## config.mk

```make
export PLATFORM = sky130hd
export DESIGN_NAME = hb_interp2
export DESIGN_NICKNAME = d
export VERILOG_FILES = /design/src/rtl/hb_pkg.sv /design/src/rtl/hb_tap_line.sv /design/src/rtl/hb_fold_mac.sv /design/src/rtl/hb_pair_buf.sv /design/src/rtl/hb_interp2.sv
export SDC_FILE = /design/constraint.sdc
export NUM_CORES = 2
export LEC_CHECK = 0
export ABC_AREA = 1
export CAP_MARGIN = 20
export CORE_ASPECT_RATIO = 0.6
export CORE_MARGIN = 2
export CORE_UTILIZATION = 48
export CTS_CLUSTER_DIAMETER = 40
export DETAILED_ROUTE_END_ITERATION = 16
export PLACE_DENSITY_LB_ADDON = 0.25
export SLEW_MARGIN = 20
export SYNTH_ARGS = -nofsm -noshare
export SYNTH_HDL_FRONTEND = slang
export SYNTH_HIERARCHICAL = 1
export SYNTH_SLANG_ARGS = --single-unit
export TNS_END_PERCENT = 1
```

## constraint.sdc

```tcl
create_clock -name clk -period 19.7 [get_ports clk]
set_clock_uncertainty 0.15 [all_clocks]
set_input_delay 3.94 -clock clk [delete_from_list [all_inputs] [get_ports clk]]
set_output_delay 3.94 -clock clk [all_outputs]
set_load 0.02 [all_outputs]
```

## src/rtl/hb_pkg.sv

```systemverilog
package hb_pkg;

  // integer ceiling division used to size the folded MAC
  function automatic int ceil_div(input int a, input int b);
    return (a + b - 1) / b;
  endfunction

  function automatic int min_one(input int a);
    return (a < 1) ? 1 : a;
  endfunction

endpackage

```

## src/rtl/hb_tap_line.sv

```systemverilog
module hb_tap_line #(
  parameter int DW = 16,
  parameter int NT = 12
) (
  input  logic                   clk,
  input  logic                   rst_n,
  input  logic                   shift,
  input  logic [DW-1:0]          din,
  output logic [NT-1:0][DW-1:0]  taps
);

  // taps[0] holds the newest sample
  always_ff @(posedge clk or negedge rst_n) begin
    if (!rst_n) begin
      taps <= '0;
    end else if (shift) begin
      taps <= {taps[NT-2:0], din};
    end
  end

endmodule

```

## src/rtl/hb_fold_mac.sv

```systemverilog
module hb_fold_mac #(
  parameter int DW    = 16,
  parameter int CW    = 18,
  parameter int NT    = 12,
  parameter int NU    = 6,
  parameter int LANES = 2,
  parameter int STEPS = 3,
  parameter int SW    = 2,
  parameter int AW    = 40,
  parameter logic [NU*CW-1:0] COEFS = '0
) (
  input  logic [NT-1:0][DW-1:0] taps,
  input  logic [SW-1:0]         step,
  output logic signed [AW-1:0]  part
);

  localparam int PW = DW + CW + 1;

  logic signed [DW:0]   pair_sum [NU];
  logic signed [CW-1:0] coef_w   [NU];
  logic signed [PW-1:0] prod     [LANES];

  // fold each symmetric pair before it reaches a multiplier
  for (genvar p = 0; p < NU; p++) begin : g_pair
    assign pair_sum[p] = $signed({taps[p][DW-1], taps[p]})
                       + $signed({taps[NT-1-p][DW-1], taps[NT-1-p]});
    assign coef_w[p]   = $signed(COEFS[p*CW +: CW]);
  end

  for (genvar l = 0; l < LANES; l++) begin : g_lane
    logic signed [DW:0]   opnd;
    logic signed [CW-1:0] cf;
    always_comb begin
      opnd = '0;
      cf   = '0;
      for (int s = 0; s < STEPS; s++) begin
        int k;
        k = s * LANES + l;
        if (step == SW'(s) && k < NU) begin
          opnd = pair_sum[k];
          cf   = coef_w[k];
        end
      end
    end
    assign prod[l] = opnd * cf;
  end

  always_comb begin
    part = '0;
    for (int l = 0; l < LANES; l++) begin
      part = part + {{(AW-PW){prod[l][PW-1]}}, prod[l]};
    end
  end

endmodule

```

## src/rtl/hb_pair_buf.sv

```systemverilog
module hb_pair_buf #(
  parameter int DW = 16
) (
  input  logic          clk,
  input  logic          rst_n,
  input  logic          load,
  input  logic [DW-1:0] even_d,
  input  logic [DW-1:0] odd_d,
  input  logic          out_ready,
  output logic          out_valid,
  output logic [DW-1:0] out_data,
  output logic          can_load
);

  logic [1:0]    cnt;
  logic [DW-1:0] slot0, slot1;
  logic          pop;

  assign out_valid = (cnt != 2'd0);
  assign out_data  = slot0;
  assign pop       = out_valid & out_ready;
  assign can_load  = (cnt == 2'd0) | ((cnt == 2'd1) & out_ready);

  always_ff @(posedge clk or negedge rst_n) begin
    if (!rst_n) begin
      cnt   <= 2'd0;
      slot0 <= '0;
      slot1 <= '0;
    end else if (load) begin
      slot0 <= even_d;
      slot1 <= odd_d;
      cnt   <= 2'd2;
    end else if (pop) begin
      slot0 <= slot1;
      cnt   <= cnt - 2'd1;
    end
  end

endmodule

```

## src/rtl/hb_interp2.sv

```systemverilog
module hb_interp2 #(
  parameter int DW    = 16,
  parameter int CW    = 18,
  parameter int TAPS  = 23,
  parameter int II    = 4,
  parameter logic [((TAPS+1)/4)*CW-1:0] COEFS =
    {18'h06A02, 18'h01FD6, 18'h3F18C, 18'h00672, 18'h3FD94, 18'h00096}
) (
  input  logic          clk,
  input  logic          rst_n,
  input  logic          in_valid,
  output logic          in_ready,
  input  logic [DW-1:0] in_data,
  output logic          out_valid,
  input  logic          out_ready,
  output logic [DW-1:0] out_data
);

  localparam int NT    = (TAPS + 1) / 2;
  localparam int NU    = (TAPS + 1) / 4;
  localparam int DLY   = (TAPS - 1) / 4;
  localparam int LANES = hb_pkg::ceil_div(NU, II);
  localparam int STEPS = hb_pkg::ceil_div(NU, LANES);
  localparam int SW    = hb_pkg::min_one($clog2(STEPS));
  localparam int FRAC  = CW - 1;
  localparam int AW    = DW + CW + 2 + $clog2(NU + 1);
  localparam int QW    = AW - FRAC;

  localparam logic signed [AW-1:0] HALF = AW'(64'd1 << (FRAC - 1));
  localparam logic signed [QW-1:0] QMAX = {{(QW-DW+1){1'b0}}, {(DW-1){1'b1}}};
  localparam logic signed [QW-1:0] QMIN = {{(QW-DW+1){1'b1}}, {(DW-1){1'b0}}};

  logic [NT-1:0][DW-1:0] taps;
  logic                  busy;
  logic [SW-1:0]         step;
  logic                  last, finish, advance, in_fire, can_load;
  logic signed [AW-1:0]  part, acc_q, acc_nx, rnd;
  logic signed [QW-1:0]  q;
  logic [DW-1:0]         even_res, odd_res;
  logic signed [DW:0]    odd_rnd;

  hb_tap_line #(.DW(DW), .NT(NT)) u_line (
    .clk(clk), .rst_n(rst_n), .shift(in_fire), .din(in_data), .taps(taps)
  );

  hb_fold_mac #(
    .DW(DW), .CW(CW), .NT(NT), .NU(NU), .LANES(LANES), .STEPS(STEPS),
    .SW(SW), .AW(AW), .COEFS(COEFS)
  ) u_mac (
    .taps(taps), .step(step), .part(part)
  );

  hb_pair_buf #(.DW(DW)) u_obuf (
    .clk(clk), .rst_n(rst_n), .load(finish), .even_d(even_res),
    .odd_d(odd_res), .out_ready(out_ready), .out_valid(out_valid),
    .out_data(out_data), .can_load(can_load)
  );

  // sequencing: the last fold step retires only if the pair fits
  assign last     = (step == SW'(STEPS - 1));
  assign finish   = busy & last & can_load;
  assign advance  = busy & ~last;
  assign in_ready = ~busy | finish;
  assign in_fire  = in_valid & in_ready;

  always_ff @(posedge clk or negedge rst_n) begin
    if (!rst_n) begin
      busy <= 1'b0;
      step <= '0;
    end else if (in_fire) begin
      busy <= 1'b1;
      step <= '0;
    end else if (finish) begin
      busy <= 1'b0;
    end else if (advance) begin
      step <= step + SW'(1);
    end
  end

  assign acc_nx = acc_q + part;

  always_ff @(posedge clk or negedge rst_n) begin
    if (!rst_n) begin
      acc_q <= '0;
    end else if (in_fire) begin
      acc_q <= '0;
    end else if (advance) begin
      acc_q <= acc_nx;
    end
  end

  // even phase: round half up, then clamp to the output range
  always_comb begin
    rnd = acc_nx + HALF;
    q   = rnd[AW-1:FRAC];
    if (q > QMAX)      even_res = QMAX[DW-1:0];
    else if (q < QMIN) even_res = QMIN[DW-1:0];
    else               even_res = q[DW-1:0];
  end

  // odd phase: centre tap of one half is a rounded shift
  assign odd_rnd = $signed({taps[DLY][DW-1], taps[DLY]}) + $signed((DW+1)'(1));
  assign odd_res = odd_rnd[DW:1];

endmodule

```

==> summary.md <==
| Metric | Value |
|---|---|
| GP Congestion | between 1 and 1.5 |
| Clock slew at reported path FFs | 60 ps |
| Nets | 5667 |
| Worst rel slew slack | 0.280 |
| I/O Pins | 38 |
| Post-CTS Hold Fix Bufs | 0 |
| Fmax | 73.6 MHz |
| Final period util | 0.690 |
| Slew @ Worst Pin | between 1000 and 1500 ps |
| CP Data Required Time | 20040 ps |
| Synth Area in Adders | 0.375 |
| Number of detailed-route iterations in the first pass | 8 |
| Slowest cell delay on critical path | around 770 ps |
| Die Footprint | between 0.07 and 0.08 mm² |
| # setup viols final | 0 |
| Synth Area per Inst | 7.69 µm² |
| Die W | 363 µm |
| Setup WS post-layout | about 6100 ps |
| XOR/XNOR Fraction of Synth Area | 0.0207 |
| Pre-CTS WS | 6380 ps |
| Global-route wire length before repair | roughly 190000 µm |
| WL per Instance | 20.5 µm |
| Inserted Diodes | 0 |
| Starting Density | 0.488 |
| Crit. End Element | flip-flop |
| Worst EP arrival | 13930 ps |
| Sequential fraction of the synthesis area | 0.181 |
| Mux cell area share after synthesis | 0.000540 |
| Final global-route overflow total | 0 |
| CTS Root Cell | clkbuf_16 |
| Slowest CP cell | nor4_2 |
| Clock tree buffer depth | 3 |
| Resize count post-CTS | 0 |
| First DRT Iteration DRCs | 3779 |
| Design area | around 0.04 mm² |
| Post-synthesis cell type count | 59 |
| Status | finished clean |
| Top FF cell, synth | dfrtp_1 |
| Initial antenna violation count | 1 |
| Setup TNS | 0 ps |
| CTS tree | yes |
| CTS sink cnt | 268 |
| Vias post-DR | 31700 |
| Vias in the first global route | 30500 |
| Post-CTS Setup Bufs | 0 |
| Post-synth EDFFs | 0 |
| Largest net degree at the start of global routing | 111 |
| Final Max Tran Viols | 0 |
| Post-DRT Antenna Nets | 0 |
| Nature of the critical path startpoint | flip-flop |
| Synth Area in Simple Gates | 0.244 |
| Critical path's most frequent cell | nand2_1 |
| Kind of critical path | reg -> reg |
| Remaining DRCs | 0 |
| Via/cell ratio | 5.40 |
| Fraction of layout cells with a size suffix above 1 | 0.0592 |
| Clk Latency, worst-skew pair | 630 ps |
| Main combinational cell family by area after synthesis | adder cells |
| FFs w/ async S/R, synth | 1.00 |
| HP Class | reg -> reg |
| Delay-heaviest family, CP | adder cells |
| Max Cap Viol | 0 |
| H-tree levels | 2 |
| Hpwl dp | 101000 µm |
| RSZ-0062 raised after global routing | false |
| Total track usage | 0.313 |
| Final core utilization | 0.526 |
| CP Max Fanout | 15 |
| Synth Cell Area | around 0.037 mm² |
| Cell Area, Placed | 0.0383 mm² |
| Die Span Y | 219 µm |
| Post-synthesis compound-gate area fraction | 0.0640 |
| Overall routed net length | roughly 120000 µm |
| Worst path buffer plus inverter count | 7 |
| Core Area | between 0.07 and 0.08 mm² |
| Crit path time final | 13590 ps |
| Total CTS buffers | 46 |
| Area delta synth->final | 7.80% |
| IO Port Bufs | 37 |
| Synth Instances | 4823 |
| Rows | 78 |
| Mapped Nets | 5660 |
| Fillers | roughly 7400 |
| Synth warnings | 6 |
| #FFs+latches synth | about 270 |
| Final Hold Violating Endpoints | 0 |
-- metrics by stage --
step           cells  hold WS [ps]
6_report        5868           323
5_1_grt         5868           344
4_1_cts         5868           325
3_5_place_dp    5782           306
3_3_place_gp    5782           304
2_1_floorplan   4823           287
-- worst paths after layout --
kind	start	endpoint	slack (ps)	depth (start not counted)
max reg2reg	u_line/taps[80]	u_obuf/out_data[3]	6110	52
min reg2reg	u_line/taps[178]	u_line/taps[178]	320	2
max	u_line/taps[80]	u_obuf/out_data[3]	6110	52
min	u_line/taps[178]	u_line/taps[178]	320	2
max in group asynchronous	rst_n	acc_q[7]	13990	3
min in group asynchronous	rst_n	u_line/taps[140]	3200	1
-- cell type report --
type,count,area [µm²],area share
multi-input combinational,3465,26100,0.654
sequential,268,6710,0.168
inverter,994,3740,0.0936
clock buffer,58,1280,0.0320
tap,1000,1250,0.0313
timing repair buffer,55,510,0.0128
clock inverter,28,355,0.00889
-- cells in the final DEF, fill, tap and decap left out, types with 23 or more instances in the layout --
cell type	instances
o21ai_0	75
dfrtp_1	268
inv_1	950
o22ai_1	36
nand2_1	1475
ha_1	325
nor2_1	234
a21oi_1	192
nand4_1	29
clkdlybuf4s50_1	36
nor2_2	24
fa_1	490
nand2_2	66
nor3_1	25
clkbuf_16	47
o21bai_1	24
xor2_1	57
xnor2_1	29
inv_2	33
nand3_1	207
o21ai_1	23
-- cells in the mapped netlist (6+ instances only) --
cell | n | share of area
nand2_1 | 1475 | 0.15
inv_1 | 951 | 0.096
fa_1 | 490 | 0.26
ha_1 | 327 | 0.11
dfrtp_1 | 268 | 0.18
nor2_1 | 238 | 0.024
nand3_1 | 207 | 0.028
a21oi_1 | 192 | 0.026
o21ai_0 | 75 | 0.010
nand2_2 | 66 | 0.011
xor2_1 | 57 | 0.013
buf_2 | 51 | 0.0069
o22ai_1 | 36 | 0.0061
inv_2 | 33 | 0.0033
nand4_1 | 29 | 0.0049
xnor2_1 | 29 | 0.0068
nor3_1 | 25 | 0.0034
o21ai_1 | 24 | 0.0032
o21bai_1 | 24 | 0.0049
clkbuf_1 | 22 | 0.0022
nor2_2 | 22 | 0.0037
nand3_2 | 21 | 0.0057
a21o_1 | 16 | 0.0032
a31oi_1 | 12 | 0.0020
a21boi_0 | 9 | 0.0018
clkinv_1 | 9 | 0.00091
nand2_4 | 9 | 0.0027
nor2_4 | 9 | 0.0027
or2_1 | 9 | 0.0015
and2_1 | 8 | 0.0013
buf_1 | 8 | 0.00081
or2_2 | 7 | 0.0012
buf_4 | 6 | 0.0012
buf_6 | 6 | 0.0018
o21a_1 | 6 | 0.0012
-- metal layers --
metal	global-route usage	vias up	share of wire
li1	-	14700	-
met1	0.519	15200	0.50
met2	0.370	1660	0.34
met3	0.126	105	0.15
met4	0.0371	2	0.010
met5	0	-	0.00011
-- state kept, by name, indices dropped and copies added (netlist names) --
register / flops
acc_q: 39
busy: 1
step: 2
u_line/taps: 192
u_obuf/cnt: 2
u_obuf/out_data: 16
u_obuf/slot1: 16
-- worst register-to-register path: cells and delay by family, from the launching register on --
family	cells	cell delay (ps)
AND/OR/NAND/NOR	28	5170
XOR/XNOR	3	650
buffers and inverters	7	560
adder cells (fa/ha/maj)	12	5730
flip-flops	1	610
AO/OA/AOI/OAI	2	580
-- cell families after synthesis --
logic type	count (synthesis)
AO/OA/AOI/OAI	417
XOR/XNOR	87
adder cells (fa/ha/maj)	817
buffers and inverters	1090
flip-flops	268
multiplexers	2
other	1
AND/OR/NAND/NOR	2141
Power is not shown: default switching activity piles up to over one toggle a cycle in this logic, so the estimate is an artifact.
